$ cat src/rtl/rtc_cal_pkg.sv
package rtc_cal_pkg;
  localparam int SUB_W      = 16;
  localparam int SEC2_W     = 16;
  localparam int DAY_W      = 14;
  localparam int SEC2_LAST  = 43199;
  localparam int DATA_W     = 32;
  localparam int ADDR_W     = 3;
  localparam int MODE_W     = 3;
  localparam int BASE_SHIFT = 12;

  localparam logic [ADDR_W-1:0] A_FLAGS = 3'd0;
  localparam logic [ADDR_W-1:0] A_MODE  = 3'd1;
  localparam logic [ADDR_W-1:0] A_CMP   = 3'd2;
  localparam logic [ADDR_W-1:0] A_SUB   = 3'd3;
  localparam logic [ADDR_W-1:0] A_SEC2  = 3'd4;
  localparam logic [ADDR_W-1:0] A_DAY   = 3'd5;

  typedef struct packed {
    logic                  load_hi;
    logic                  load_lo;
    logic                  match_en;
    logic                  timer_en;
    logic                  skip_b0;
    logic [MODE_W-1:0]     period;
  } mode_t;
endpackage

$ cat src/rtl/rtc_timebase.sv
module rtc_timebase #(
  parameter int SUB_W     = 16,
  parameter int SEC2_W    = 16,
  parameter int DAY_W     = 14,
  parameter int SEC2_LAST = 43199,
  localparam int CNT_W    = SUB_W + SEC2_W
) (
  input  logic              clk,
  input  logic              rst_n,
  input  logic              tick,
  input  logic              load_lo,
  input  logic              load_hi,
  input  logic [CNT_W-1:0]  cmp_word,
  output logic [SUB_W-1:0]  sub_cnt,
  output logic [SEC2_W-1:0] sec2_cnt,
  output logic [DAY_W-1:0]  day_cnt,
  output logic              step,
  output logic [CNT_W-1:0]  next_count
);
  logic              sub_wrap, sec2_wrap;
  logic [SUB_W-1:0]  sub_nx;
  logic [SEC2_W-1:0] sec2_nx;

  always_comb begin
    step      = tick && !load_lo && !load_hi;
    sub_wrap  = (sub_cnt == {SUB_W{1'b1}});
    sec2_wrap = (sec2_cnt == SEC2_W'(SEC2_LAST));
    sub_nx    = sub_cnt + SUB_W'(1);
    if (!sub_wrap)      sec2_nx = sec2_cnt;
    else if (sec2_wrap) sec2_nx = '0;
    else                sec2_nx = sec2_cnt + SEC2_W'(1);
    next_count = {sec2_nx, sub_nx};
  end

  always_ff @(posedge clk) begin
    if (!rst_n) begin
      sub_cnt  <= '0;
      sec2_cnt <= '0;
      day_cnt  <= '0;
    end else begin
      if (load_lo) begin
        sub_cnt  <= cmp_word[SUB_W-1:0];
        sec2_cnt <= cmp_word[CNT_W-1:SUB_W];
      end else if (step) begin
        sub_cnt  <= sub_nx;
        sec2_cnt <= sec2_nx;
      end
      if (load_hi)
        day_cnt <= cmp_word[DAY_W-1:0];
      else if (step && sub_wrap && sec2_wrap)
        day_cnt <= day_cnt + DAY_W'(1);
    end
  end

  AST_HOLD_IDLE: assert property (@(posedge clk) disable iff (!rst_n)
    (!tick && !load_lo && !load_hi) |=> ($stable(sub_cnt) && $stable(sec2_cnt) && $stable(day_cnt)));
  AST_DAY_ROLL: assert property (@(posedge clk) disable iff (!rst_n)
    (step && sub_cnt == {SUB_W{1'b1}} && sec2_cnt == SEC2_W'(SEC2_LAST))
      |=> (sub_cnt == '0 && sec2_cnt == '0));
  AST_LOAD_LO: assert property (@(posedge clk) disable iff (!rst_n)
    load_lo |=> ({sec2_cnt, sub_cnt} == $past(cmp_word)));
  AST_LOAD_HI: assert property (@(posedge clk) disable iff (!rst_n)
    load_hi |=> (day_cnt == $past(cmp_word[DAY_W-1:0])));
endmodule

$ cat src/rtl/rtc_events.sv
module rtc_events #(
  parameter int CNT_W      = 32,
  parameter int MODE_W     = 3,
  parameter int BASE_SHIFT = 12,
  localparam int N_PERIODS = 1 << MODE_W
) (
  input  logic              clk,
  input  logic              rst_n,
  input  logic              step,
  input  logic [CNT_W-1:0]  next_count,
  input  logic [CNT_W-1:0]  cmp_word,
  input  logic [MODE_W-1:0] period,
  input  logic              skip_b0,
  input  logic              timer_en,
  input  logic              match_en,
  input  logic              clr_timer,
  input  logic              clr_match,
  output logic              timer_flag,
  output logic              match_flag
);
  logic [CNT_W-1:0] period_mask [N_PERIODS];
  logic [CNT_W-1:0] cmp_mask;
  logic             timer_hit, match_hit;

  for (genvar m = 0; m < N_PERIODS; m++) begin : g_period
    assign period_mask[m] = (CNT_W'(1) << (BASE_SHIFT + m)) - CNT_W'(1);
  end

  always_comb begin
    cmp_mask  = {{(CNT_W-1){1'b1}}, !skip_b0};
    timer_hit = step && timer_en && ((next_count & period_mask[period]) == '0);
    match_hit = step && match_en && (((next_count ^ cmp_word) & cmp_mask) == '0);
  end

  always_ff @(posedge clk) begin
    if (!rst_n) begin
      timer_flag <= 1'b0;
      match_flag <= 1'b0;
    end else begin
      if (timer_hit)      timer_flag <= 1'b1;
      else if (clr_timer) timer_flag <= 1'b0;
      if (match_hit)      match_flag <= 1'b1;
      else if (clr_match) match_flag <= 1'b0;
    end
  end

  AST_TIMER_STICKY: assert property (@(posedge clk) disable iff (!rst_n)
    (timer_flag && !clr_timer) |=> timer_flag);
  AST_MATCH_STICKY: assert property (@(posedge clk) disable iff (!rst_n)
    (match_flag && !clr_match) |=> match_flag);
  AST_MATCH_GATED: assert property (@(posedge clk) disable iff (!rst_n)
    (!match_en && !match_flag) |=> !match_flag);
  AST_TIMER_GATED: assert property (@(posedge clk) disable iff (!rst_n)
    (!timer_en && !timer_flag) |=> !timer_flag);
endmodule

$ cat src/rtl/rtc_regs.sv
module rtc_regs
  import rtc_cal_pkg::*;
#(
  parameter int DATA_W  = 32,
  parameter int ADDR_W  = 3,
  parameter int SUB_W   = 16,
  parameter int SEC2_W  = 16,
  parameter int DAY_W   = 14,
  localparam int CNT_W  = SUB_W + SEC2_W,
  localparam int MODE_BITS = $bits(mode_t)
) (
  input  logic              clk,
  input  logic              rst_n,
  input  logic              reg_wr,
  input  logic [ADDR_W-1:0] reg_addr,
  input  logic [DATA_W-1:0] reg_wdata,
  output logic [DATA_W-1:0] reg_rdata,
  input  logic [SUB_W-1:0]  sub_cnt,
  input  logic [SEC2_W-1:0] sec2_cnt,
  input  logic [DAY_W-1:0]  day_cnt,
  input  logic              timer_flag,
  input  logic              match_flag,
  output mode_t             mode,
  output logic [CNT_W-1:0]  cmp_word,
  output logic              load_lo,
  output logic              load_hi,
  output logic              clr_timer,
  output logic              clr_match
);
  mode_t mode_q;
  mode_t mode_w;
  logic  wr_mode, wr_flags;

  always_comb begin
    mode_w    = mode_t'(reg_wdata[MODE_BITS-1:0]);
    wr_mode   = reg_wr && (reg_addr == A_MODE);
    wr_flags  = reg_wr && (reg_addr == A_FLAGS);
    load_lo   = wr_mode && mode_w.load_lo;
    load_hi   = wr_mode && mode_w.load_hi;
    clr_timer = wr_flags && reg_wdata[4];
    clr_match = wr_flags && reg_wdata[5];
    mode      = mode_q;
  end

  always_ff @(posedge clk) begin
    if (!rst_n) begin
      mode_q   <= '0;
      cmp_word <= '0;
    end else begin
      if (wr_mode) begin
        mode_q         <= mode_w;
        mode_q.load_lo <= 1'b0;
        mode_q.load_hi <= 1'b0;
      end
      if (reg_wr && reg_addr == A_CMP)
        cmp_word <= reg_wdata[CNT_W-1:0];
    end
  end

  always_comb begin
    unique case (reg_addr)
      A_FLAGS: reg_rdata = DATA_W'({match_flag, timer_flag, 6'b0});
      A_MODE:  reg_rdata = DATA_W'(mode_q);
      A_CMP:   reg_rdata = DATA_W'(cmp_word);
      A_SUB:   reg_rdata = DATA_W'(sub_cnt);
      A_SEC2:  reg_rdata = DATA_W'(sec2_cnt);
      A_DAY:   reg_rdata = DATA_W'(day_cnt);
      default: reg_rdata = '0;
    endcase
  end

  AST_LOAD_BITS_CLEAR: assert property (@(posedge clk) disable iff (!rst_n)
    wr_mode |=> (!mode_q.load_lo && !mode_q.load_hi));
endmodule

$ cat src/rtl/rtc_calendar.sv
module rtc_calendar
  import rtc_cal_pkg::*;
#(
  parameter int P_SUB_W     = SUB_W,
  parameter int P_SEC2_W    = SEC2_W,
  parameter int P_DAY_W     = DAY_W,
  parameter int P_SEC2_LAST = SEC2_LAST,
  parameter int P_DATA_W    = DATA_W,
  parameter int P_ADDR_W    = ADDR_W,
  localparam int CNT_W      = P_SUB_W + P_SEC2_W
) (
  input  logic                clk,
  input  logic                rst_n,
  input  logic                tick_32k,
  input  logic                reg_wr,
  input  logic [P_ADDR_W-1:0] reg_addr,
  input  logic [P_DATA_W-1:0] reg_wdata,
  output logic [P_DATA_W-1:0] reg_rdata,
  output logic                timer_flag,
  output logic                match_flag
);
  mode_t                mode;
  logic [CNT_W-1:0]     cmp_word, next_count;
  logic [P_SUB_W-1:0]   sub_cnt;
  logic [P_SEC2_W-1:0]  sec2_cnt;
  logic [P_DAY_W-1:0]   day_cnt;
  logic                 load_lo, load_hi, clr_timer, clr_match, step;

  rtc_regs #(
    .DATA_W(P_DATA_W), .ADDR_W(P_ADDR_W),
    .SUB_W(P_SUB_W), .SEC2_W(P_SEC2_W), .DAY_W(P_DAY_W)
  ) u_regs (
    .clk, .rst_n, .reg_wr, .reg_addr, .reg_wdata, .reg_rdata,
    .sub_cnt, .sec2_cnt, .day_cnt, .timer_flag, .match_flag,
    .mode, .cmp_word, .load_lo, .load_hi, .clr_timer, .clr_match
  );

  rtc_timebase #(
    .SUB_W(P_SUB_W), .SEC2_W(P_SEC2_W), .DAY_W(P_DAY_W), .SEC2_LAST(P_SEC2_LAST)
  ) u_timebase (
    .clk, .rst_n, .tick(tick_32k), .load_lo, .load_hi, .cmp_word,
    .sub_cnt, .sec2_cnt, .day_cnt, .step, .next_count
  );

  rtc_events #(
    .CNT_W(CNT_W), .MODE_W(MODE_W), .BASE_SHIFT(BASE_SHIFT)
  ) u_events (
    .clk, .rst_n, .step, .next_count, .cmp_word,
    .period(mode.period), .skip_b0(mode.skip_b0),
    .timer_en(mode.timer_en), .match_en(mode.match_en),
    .clr_timer, .clr_match, .timer_flag, .match_flag
  );

  AST_SET_BEATS_CLEAR: assert property (@(posedge clk) disable iff (!rst_n)
    (step && mode.match_en && next_count == cmp_word) |=> match_flag);
endmodule

$ cat config.mk
export PLATFORM = sky130hd
export DESIGN_NAME = rtc_calendar
export DESIGN_NICKNAME = d
export VERILOG_FILES = /design/src/rtl/rtc_cal_pkg.sv /design/src/rtl/rtc_timebase.sv /design/src/rtl/rtc_events.sv /design/src/rtl/rtc_regs.sv /design/src/rtl/rtc_calendar.sv
export SDC_FILE = /design/constraint.sdc
export NUM_CORES = 1
export LEC_CHECK = 0
export ABC_AREA = 1
export BUFFER_PORTS_ARGS = -buffer_cell sky130_fd_sc_hd__buf_2
export CAP_MARGIN = 5
export CORE_ASPECT_RATIO = 0.8
export CORE_MARGIN = 2
export CORE_UTILIZATION = 25
export DETAILED_ROUTE_END_ITERATION = 6
export PLACE_DENSITY = 0.39
export SYNTH_ARGS = -nofsm -noshare
export SYNTH_HDL_FRONTEND = slang
export SYNTH_SLANG_ARGS = --single-unit
$ cat constraint.sdc
create_clock -name clk -period 4.2 [get_ports clk]
set_clock_uncertainty 0.15 [all_clocks]
set_input_delay 0.63 -clock clk [delete_from_list [all_inputs] [get_ports clk]]
set_output_delay 0.63 -clock clk [all_outputs]
set_load 0.02 [all_outputs]
### Word-level counts from Yosys, hierarchy flattened

Memories as Yosys holds them, arrays and structs flattened.
Index checks and enable logic that the tools add are counted.

* flip-flop bits (word level): 86
* bits in read-only memories: 256
* logic and storage cells: 66
* memories: 1

Memory list
* (name not given): depth 8, bits a word 32, read ports 1, clocked after memory_dff 0, wr ports 0, RTL line rtc_events.sv:31 `timer_hit = step && timer_en && ((next_count & period_mask[period]) == '0);`

* add/sub/neg operators: 3
* order comparisons: 1
* equality and inequality tests: 7
* mux-type cells: 15
* bitwise logic cells: 4
* reduce and logical (&&, ||, !) cells: 25

Operators with widths (count)
* $pmux 32 s6: 1
* $mux 16: 6
* $and 32x32->32: 2
* $logic_not 32->1: 2
* $mux 32: 2
* $add 16x1->16 const B: 2
* $eq 16x16->1 const B: 2
* $xor 32x32->32: 1
* $mux 14: 2
* $logic_and 1x1->1: 15
* $add 14x1->14 const B: 1
* $reduce_bool 2->1: 4
* $eq 3x2->1 const B: 2
* $eq 3x3->1 const B: 2
* $ge 4x4->1 const B: 1
* $mux 1: 4
* $not 3->4: 1
* $eq 3x1->1 const B: 1
* $logic_not 1->1: 3
* $logic_not 3->1: 1

### Depth between registers and ports, before layout

Gate-level depths: netlist of run 1.

* depth in word-level cells: 10
* gate-level depth with buffers: 17
* mapped depth without buffers: 16

### By module

Synthesis of run 1 repeated with hierarchy kept, for this count alone.

* cells, all modules: 1107
* area total of the unflattened synthesis: 6547.5 µm²

Modules (own cells, without submodules)
* rtc_timebase: times used 1, cells each 566, area each 3430.8 µm², sequential area each 920.9 µm²
* rtc_regs: times used 1, cells each 385, area each 2386.0 µm², sequential area each 760.7 µm²
* rtc_events: times used 1, cells each 156, area each 730.7 µm², sequential area each 40.0 µm²

### Worst setup path after synthesis of run 1

Ideal clock, no wire load.

* path type: input to output
* start: input reg_addr[2]
* end: output reg_rdata[5]
* arrival time: 1.900 ns
* data required time: 3.420 ns
* path slack: 1.520 ns
* cell stages on the path: 8
* buffers on the path: 3
* cells stage by stage: buf_2 nor2_1 nand2_1 buf_2 inv_1 clkbuf_1 a221oi_1 o21ai_0

* longest elaborated chain between the ends: 2
* elaborated cells between the ends (all ways): 7

Ends and longest elaborated chain
* start: declaration: RTL line rtc_calendar.sv:16 `input logic [P_ADDR_W-1:0] reg_addr,`
* $eq 3x3->1, or another cell as far along: RTL line rtc_regs.sv:61 `unique case (reg_addr)`
* $pmux 32 s6 *: RTL line rtc_regs.sv:61
* end: declaration: RTL line rtc_calendar.sv:18 `output logic [P_DATA_W-1:0] reg_rdata,`

Mark *: on every way between the ends. The rest lies on a longest branch, timed or not.

### Worst setup path after layout of run 1

* start: input reg_addr[1]
* end: output reg_rdata[7]

Same word-level chain as after synthesis.

==> flow_summary_export.csv, run 1 <==
group,metric,value,unit
cells_and_area,area_growth_syn_to_fin,16.5,%
sta,grt_setup_unrepaired,"no",
power_and_ir_drop,power.density,292,mW/mm2
sta,finalHoldViolations,0,
placement,detailed_place_hpwl,17.9,mm
worst_setup_path,worst_path_most_repeated_cell,"buf_2",
sta,maxSlewHeadroom,36.8,%
die,die_area,0.0243,mm2
worst_setup_path,cp_data_arrival_time,2.43,ns
power_and_ir_drop,power.static_leakage,2.61,nW
sta,timing_worst_slew_pin_value,0.947,ns
grt,grt-ovfl-total,0,
drt,finalWirelength,23.7,mm
sta,max_freq,311,MHz
cts,clkSlewWorstSetupHoldPaths,0.07,ns
cts,htree_levels,3,
synth,syn_nets,995,
sta,slew_viol_final,0,
sta,fin_hold_ws,0.322,ns
worst_setup_path,worst-setup-path-type,"input pin to output pin",
worst_setup_path,setup.worst_path.end_class,"output pin",
min_path,hold_path.class,"register to register",
cts,cts_setup_buffers,0,
die,initial_utilization,25.6,%
cells_and_area,insertedDiodeCount,0,
synth,yosysSeqAreaShare,29.8,%
sta,finalWorstPathRequiredPeriod,3.21,ns
die,io_pins,73,
worst_setup_path,timing.critical_path.from_type,"input pin",
cells_and_area,nets,1047,
cts,post_cts.resized_instances,0,
sta,timing.final.setup_violations,0,
grt,initial_antenna_violation_count,0,
synth,synth_edf_count,0,
cells_and_area,drive_gt1_share,12.2,%
worst_setup_path,timing.reg2reg.setup_slack,1.35,ns
drt,vias,6429,
placement,gp_congestion,0.897,
power_and_ir_drop,power,1.97,mW
cts,cts_max_path_buffers,2,
placement,buffer_ports.inserted,72,
synth,synthesis.area,0.00577,mm2
cts,cts-buffers-inserted,9,
synth,synth-seq-cells,86,
cts,ctsHoldBuffers,0,
drt,postRouteAntennaNets,0,
worst_setup_path,critical_path.max_fanout,13,
drt,detail_route.wl_per_cell,18.0,um
die,rows,49,
cts,cts_num_sinks,86,
sta,setup_total_negative_slack,0,ns
worst_setup_path,crit_slowest_cell,"nand2_1",
power_and_ir_drop,power.ir.vdd_worst,0.154,mV
die,core_area,0.0226,mm2
synth,ys_warn_count,0,
synth,ys_dominant_reg_cell,"dfxtp_1",
drt,vias_per_cell,4.89,
synth,async_flop_share,0,%
synth,synthesis.area_per_instance,6.07,um2
grt,grt.total_usage,19.7,%
drt,dr.pass1.iters,5,
die,dieWidth,174,um
cts,cts_tree,"done",
die,die_y,140,um
sta,period_share,76.5,%
drt,drt-initial-drc-count,626,
drt,drt_drc_violations_left,0,
synth,synth_cells,952,
grt,maximum_number_of_pins_on_one_net_before_global_route_repair,46,
status,result_of_the_run,"complete, no violations",
grt,grt_pass1_wl,36.4,mm
worst_setup_path,required_time_at_the_endpoint_of_the_critical_path,3.42,ns
flow_run,drv_cap,0,
worst_setup_path,max_incr_delay_on_cp,0.48,ns
cts,cts_root_buffer,"clkbuf_16",
cts,clk_latency,0.35,ns
worst_setup_path,cp_cell_sequence,"buf_2 > nor2_1 > nand2_1 > o22ai_1 > a311oi_1 > o21ai_0 > buf_2",
cells_and_area,filler_cells_inserted,2663,
grt,first_global_vias,6003,
synth,post_synth_num_cell_types,35,
==> sequential cells by signal, summed over array words and instances (netlist names) <==
| name | flops |
|---|---|
| u_regs.cmp_word | 32 |
| u_timebase.sec2_cnt | 16 |
| u_timebase.sub_cnt | 16 |
| u_timebase.day_cnt | 14 |
| u_regs.mode | 6 |
| u_events.match_flag | 1 |
| u_events.timer_flag | 1 |
==> metal layers <==
| layer | GRT usage, % | vias up | part of all wire [%] |
|---|---|---|---|
| met4 | 5.66 | 0 | 2.0 |
| li1 | - | 3244 | - |
| met2 | 27.8 | 166 | 40 |
| met3 | 2.39 | 21 | 4.2 |
| met5 | 0 | - | 0 |
| met1 | 30.7 | 2998 | 54 |
==> critical path: cells and delay by family <==
family | cells | cell delay (ns)
compound gates | 3 | 0.58
buf+inv | 2 | 0.33
simple gates | 2 | 0.88
==> report_power, final <==
group	internal [mW]	switching (mW)	total [mW]
Sequential	0.831	0.0243	0.856
Combinational	0.0489	0.118	0.167
Clock	0.594	0.349	0.943
Total	1.47	0.491	1.97
==> kinds of logic (layout without fill, tap and decap cells) <==
logic type                 Yosys count  count (layout)  synth area share [%]
and+or+nand+nor                    523             523                  38.4
buffers and inverters              142             198                  9.92
AOI/OAI and AO/OA                  178             178                  18.1
adders and majority gates            4               4                 0.867
DFF                                 86              86                  29.8
xor gates and xnor gates            19              19                  2.88
==> final timing paths <==
| path | depth (start not counted) | end | startpoint |
|---|---|---|---|
| worst min-delay path | 2 | u_timebase.day_cnt[5] | u_timebase.day_cnt[5] |
| worst min register to register | 2 | u_timebase.day_cnt[5] | u_timebase.day_cnt[5] |
| worst max-delay path | 7 | reg_rdata[7] | reg_addr[1] |
| worst max register to register | 15 | u_events.match_flag | u_timebase.sub_cnt[1] |
==> cells in the mapped netlist, types with 2 or more instances <==
cell,instances,area share [%]
nor2_1,106,6.9
inv_2,4,0.26
xor2_1,16,2.4
buf_4,5,0.65
a31oi_1,31,3.4
nand2_1,282,18
nand2_2,11,1.2
nor2_4,5,0.98
nor2_2,6,0.65
a22oi_1,14,1.8
dfxtp_1,86,30
clkbuf_1,20,1.3
o221ai_1,11,1.7
nor4_1,2,0.22
nand3b_1,2,0.26
o21ai_0,57,4.9
xnor2_1,3,0.46
nand3_1,86,7.5
inv_1,99,6.4
a21oi_1,48,4.2
nand4_1,14,1.5
o22ai_1,8,0.87
a221oi_1,6,0.91
nor3_1,7,0.61
ha_1,4,0.87
buf_2,10,0.87
==> per-stage QoR <==
| step | utilization, % | cells | cell area, um2 | setup slack [ns] |
|---|---|---|---|---|
| final | 29.8 | 1314 | 6730 | 0.987 |
| after detailed placement | 28.3 | 1299 | 6390 | 1.07 |
| after global placement | 28.3 | 1299 | 6390 | 1.14 |
| after global routing | 29.8 | 1314 | 6730 | 0.908 |
| after floorplan | - | 952 | 5770 | 1.52 |
| after CTS | 29.8 | 1314 | 6730 | 1.06 |
==> area by class of cell <==
class / count / area, um2 / area share [%]
multi-input cells: 724 / 3480 / 51.8
flip-flops and latches: 86 / 1720 / 25.6
repair buffers: 79 / 413 / 6.14
inverters: 104 / 390 / 5.80
well taps: 306 / 383 / 5.69
clock buffers: 11 / 243 / 3.61
clock inverters: 4 / 95.1 / 1.41
==> cells in the final DEF, fill, tap and decap left out, types with 9 or more instances in the layout <==
| cell | instances |
|---|---|
| a21oi_1 | 48 |
| a22oi_1 | 14 |
| a31oi_1 | 31 |
| buf_2 | 72 |
| clkbuf_16 | 9 |
| dfxtp_1 | 86 |
| inv_1 | 98 |
| nand2_1 | 282 |
| nand2_2 | 11 |
| nand3_1 | 86 |
| nand4_1 | 14 |
| nor2_1 | 105 |
| o21ai_0 | 57 |
| o221ai_1 | 11 |
| xor2_1 | 16 |
No activity file was read; power rests on OpenSTA's default activity.
==> run 2: changes to the inputs <==
--- a/config.mk
+++ b/config.mk
@@ -12,7 +12,7 @@
 export CORE_MARGIN = 2
 export CORE_UTILIZATION = 25
 export DETAILED_ROUTE_END_ITERATION = 6
-export PLACE_DENSITY = 0.39
+export PLACE_DENSITY = 0.4
 export SYNTH_ARGS = -nofsm -noshare
 export SYNTH_HDL_FRONTEND = slang
 export SYNTH_SLANG_ARGS = --single-unit
==> constraint.sdc (replaced) <==
create_clock -name clk -period 2.7 [get_ports clk]
set_clock_uncertainty 0.15 [all_clocks]
set_input_delay 0.405 -clock clk [delete_from_list [all_inputs] [get_ports clk]]
set_output_delay 0.405 -clock clk [all_outputs]
set_load 0.02 [all_outputs]
==> run 2 against run 1 <==
  * Clock-buffer cell count decreased by 1
  * Critical endpoint is now u_events.match_flag
  * Final cell count is 2.4% higher
  * Die area unchanged
  * Clock power up 53%
  * Highest routed layer unchanged
  * Largest cell class unchanged
  * Global-route usage rose by 0.11 points
  * Sequential share of layout area shrank 1.0 points
==> flow_summary_export.csv, run 2 (synthesis results as in run 1) <==
group,metric,value,unit
status,result_of_the_run,"complete, no violations",
drt,drt_drc_violations_left,0,
cts,ctsHoldBuffers,0,
cells_and_area,reg_top3,"u_regs.cmp_word x32, u_timebase.sec2_cnt x16, u_timebase.sub_cnt x16",
grt,grt.total_usage,19.8,%
power_and_ir_drop,power,3.05,mW
cts,cts_max_path_buffers,2,
cells_and_area,nets,1078,
cts,cts_tree,"done",
cells_and_area,multi_input_area,0.00349,mm2
power_and_ir_drop,power.density,435,mW/mm2
die,die_y,140,um
power_and_ir_drop,power.static_leakage,2.78,nW
cells_and_area,layout.cells.most_common_list,"nand2_1, nor2_1, inv_1, nand3_1, dfxtp_1",
worst_setup_path,timing.critical_path.from_type,"register",
worst_setup_path,cp_data_arrival_time,2.67,ns
cells_and_area,layout.area.seq,0.00172,mm2
sta,setup_total_negative_slack,0,ns
sta,timing_worst_slew_pin_value,0.557,ns
sta,maxSlewHeadroom,62.8,%
flow_run,drv_cap,0,
die,initial_utilization,25.6,%
cts,clk_latency,0.37,ns
worst_setup_path,critical_path.max_fanout,6,
placement,gp_congestion,0.870,
grt,grt-ovfl-total,0,
cts,clkSlewWorstSetupHoldPaths,0.08,ns
power_and_ir_drop,power.ir.vdd_worst,0.280,mV
grt,initial_antenna_violation_count,0,
sta,timing.final.setup_violations,0,
drt,postRouteAntennaNets,0,
die,io_pins,73,
cts,cts-buffers-inserted,9,
drt,detail_route.wl_per_cell,17.7,um
worst_setup_path,required_time_at_the_endpoint_of_the_critical_path,2.86,ns
cts,cts_setup_buffers,0,
drt,vias,6470,
sta,slew_viol_final,0,
cells_and_area,largest_register_ffs,32,
sta,period_share,93.2,%
grt,first_global_vias,5972,
sta,finalHoldViolations,0,
grt,maximum_number_of_pins_on_one_net_before_global_route_repair,42,
cells_and_area,layout_commonest_cell,"nand2_1",
die,die_area,0.0243,mm2
min_path,hold_path.class,"input pin to register",
cells_and_area,insertedDiodeCount,0,
cells_and_area,largest_register,"u_regs.cmp_word",
die,core_area,0.0226,mm2
placement,detailed_place_hpwl,18.7,mm
placement,buffer_ports.inserted,72,
sta,grt_setup_unrepaired,"no",
drt,finalWirelength,23.8,mm
die,rows,49,
worst_setup_path,setup.worst_path.end_class,"register",
cells_and_area,filler_cells_inserted,2579,
cells_and_area,area_growth_syn_to_fin,21.5,%
grt,grt_pass1_wl,36.6,mm
sta,max_freq,397,MHz
cts,cts_root_buffer,"clkbuf_16",
cts,htree_levels,3,
drt,vias_per_cell,4.81,
worst_setup_path,worst-setup-path-type,"register to register",
drt,drt-initial-drc-count,654,
cts,cts_num_sinks,86,
sta,finalWorstPathRequiredPeriod,2.52,ns
drt,dr.pass1.iters,5,
die,dieWidth,174,um
cells_and_area,drive_gt1_share,15.5,%
[run 2: changes by cell type in the layout (fill, tap and decap cells not counted)]
cell,delta
buf_4,+26
buf_12,+4
nor2_1,-3
clkinvlp_4,+2
dfxtp_1,-2
dfxtp_2,+2
nor2_2,+2
buf_6,+1
bufinv_16,-1
clkbuf_1,-1
clkinv_2,+1
nor2_4,+1
[run 2: final timing paths]
check                                to  depth (start not counted)                  start  slack, ns
setup / recovery    u_events.match_flag                         14  u_timebase.sub_cnt[1]       0.18
hold / removal           u_regs.mode[3]                          3           reg_wdata[3]       0.14
setup reg to reg    u_events.match_flag                         14  u_timebase.sub_cnt[1]       0.18
hold reg to reg   u_timebase.day_cnt[5]                          2  u_timebase.day_cnt[5]       0.31
[run 2: final cells by class]
| type | count | share of cell area [%] |
|---|---|---|
| Clock buffer | 10 | 3.41 |
| Clock inverter | 6 | 1.21 |
| Inverter | 104 | 5.56 |
| Multi-Input combinational cell | 724 | 49.8 |
| Sequential cell | 86 | 24.6 |
| Tap cell | 306 | 5.46 |
| Timing Repair Buffer | 110 | 9.97 |
[run 2: power breakdown]
group          switching (mW)  internal (mW)
Clock                   0.604          0.834
Combinational           0.188         0.0949
Sequential             0.0350           1.29
[run 2: through the flow]
step / setup WS (ns) / area (um2) / instances / utilization (%) / hold slack, ns
4_1_cts: 0.0619 / 7000 / 1346 / 31.0 / 0.128
5_1_grt: 0.0259 / 7020 / 1346 / 31.1 / 0.158
3_3_place_gp: 0.0652 / 6670 / 1330 / 29.6 / 0.306
6_report: 0.182 / 7020 / 1346 / 31.1 / 0.138
2_1_floorplan: 0.470 / 5770 / 952 / - / 0.294
3_5_place_dp: 0.0741 / 6670 / 1330 / 29.6 / 0.312
[run 2: timing repair]
item | in CTS | in global routing
gates resized for setup | 0 | 7
setup endpoints to repair | 0 | 1
endpoints found under the hold margin | 0 | 0
[run 2: critical path, cell delays in order, from the launching register on]
cell,delay (ns)
dfxtp_2,0.38
ha_1,0.22
nand3_1,0.27
nor2_4,0.22
nand2_1,0.12
xnor2_1,0.21
nand2_1,0.09
nand2_1,0.05
nor2_1,0.10
nand2_1,0.09
nor2_1,0.22
nand3_1,0.11
nor2_1,0.11
nor2_1,0.04
nor2_1,0.07
[run 2: routing by layer]
| metal | wire [um] | track usage [%] | part of all wire, % | up-vias |
|---|---|---|---|---|
| li1 | - | - | - | 3308 |
| met1 | 13000 | 30.8 | 54 | 2984 |
| met2 | 9450 | 27.6 | 40 | 156 |
| met3 | 1030 | 3.69 | 4.3 | 22 |
| met4 | 375 | 4.69 | 1.6 | 0 |
| met5 | 0 | 0 | 0 | - |
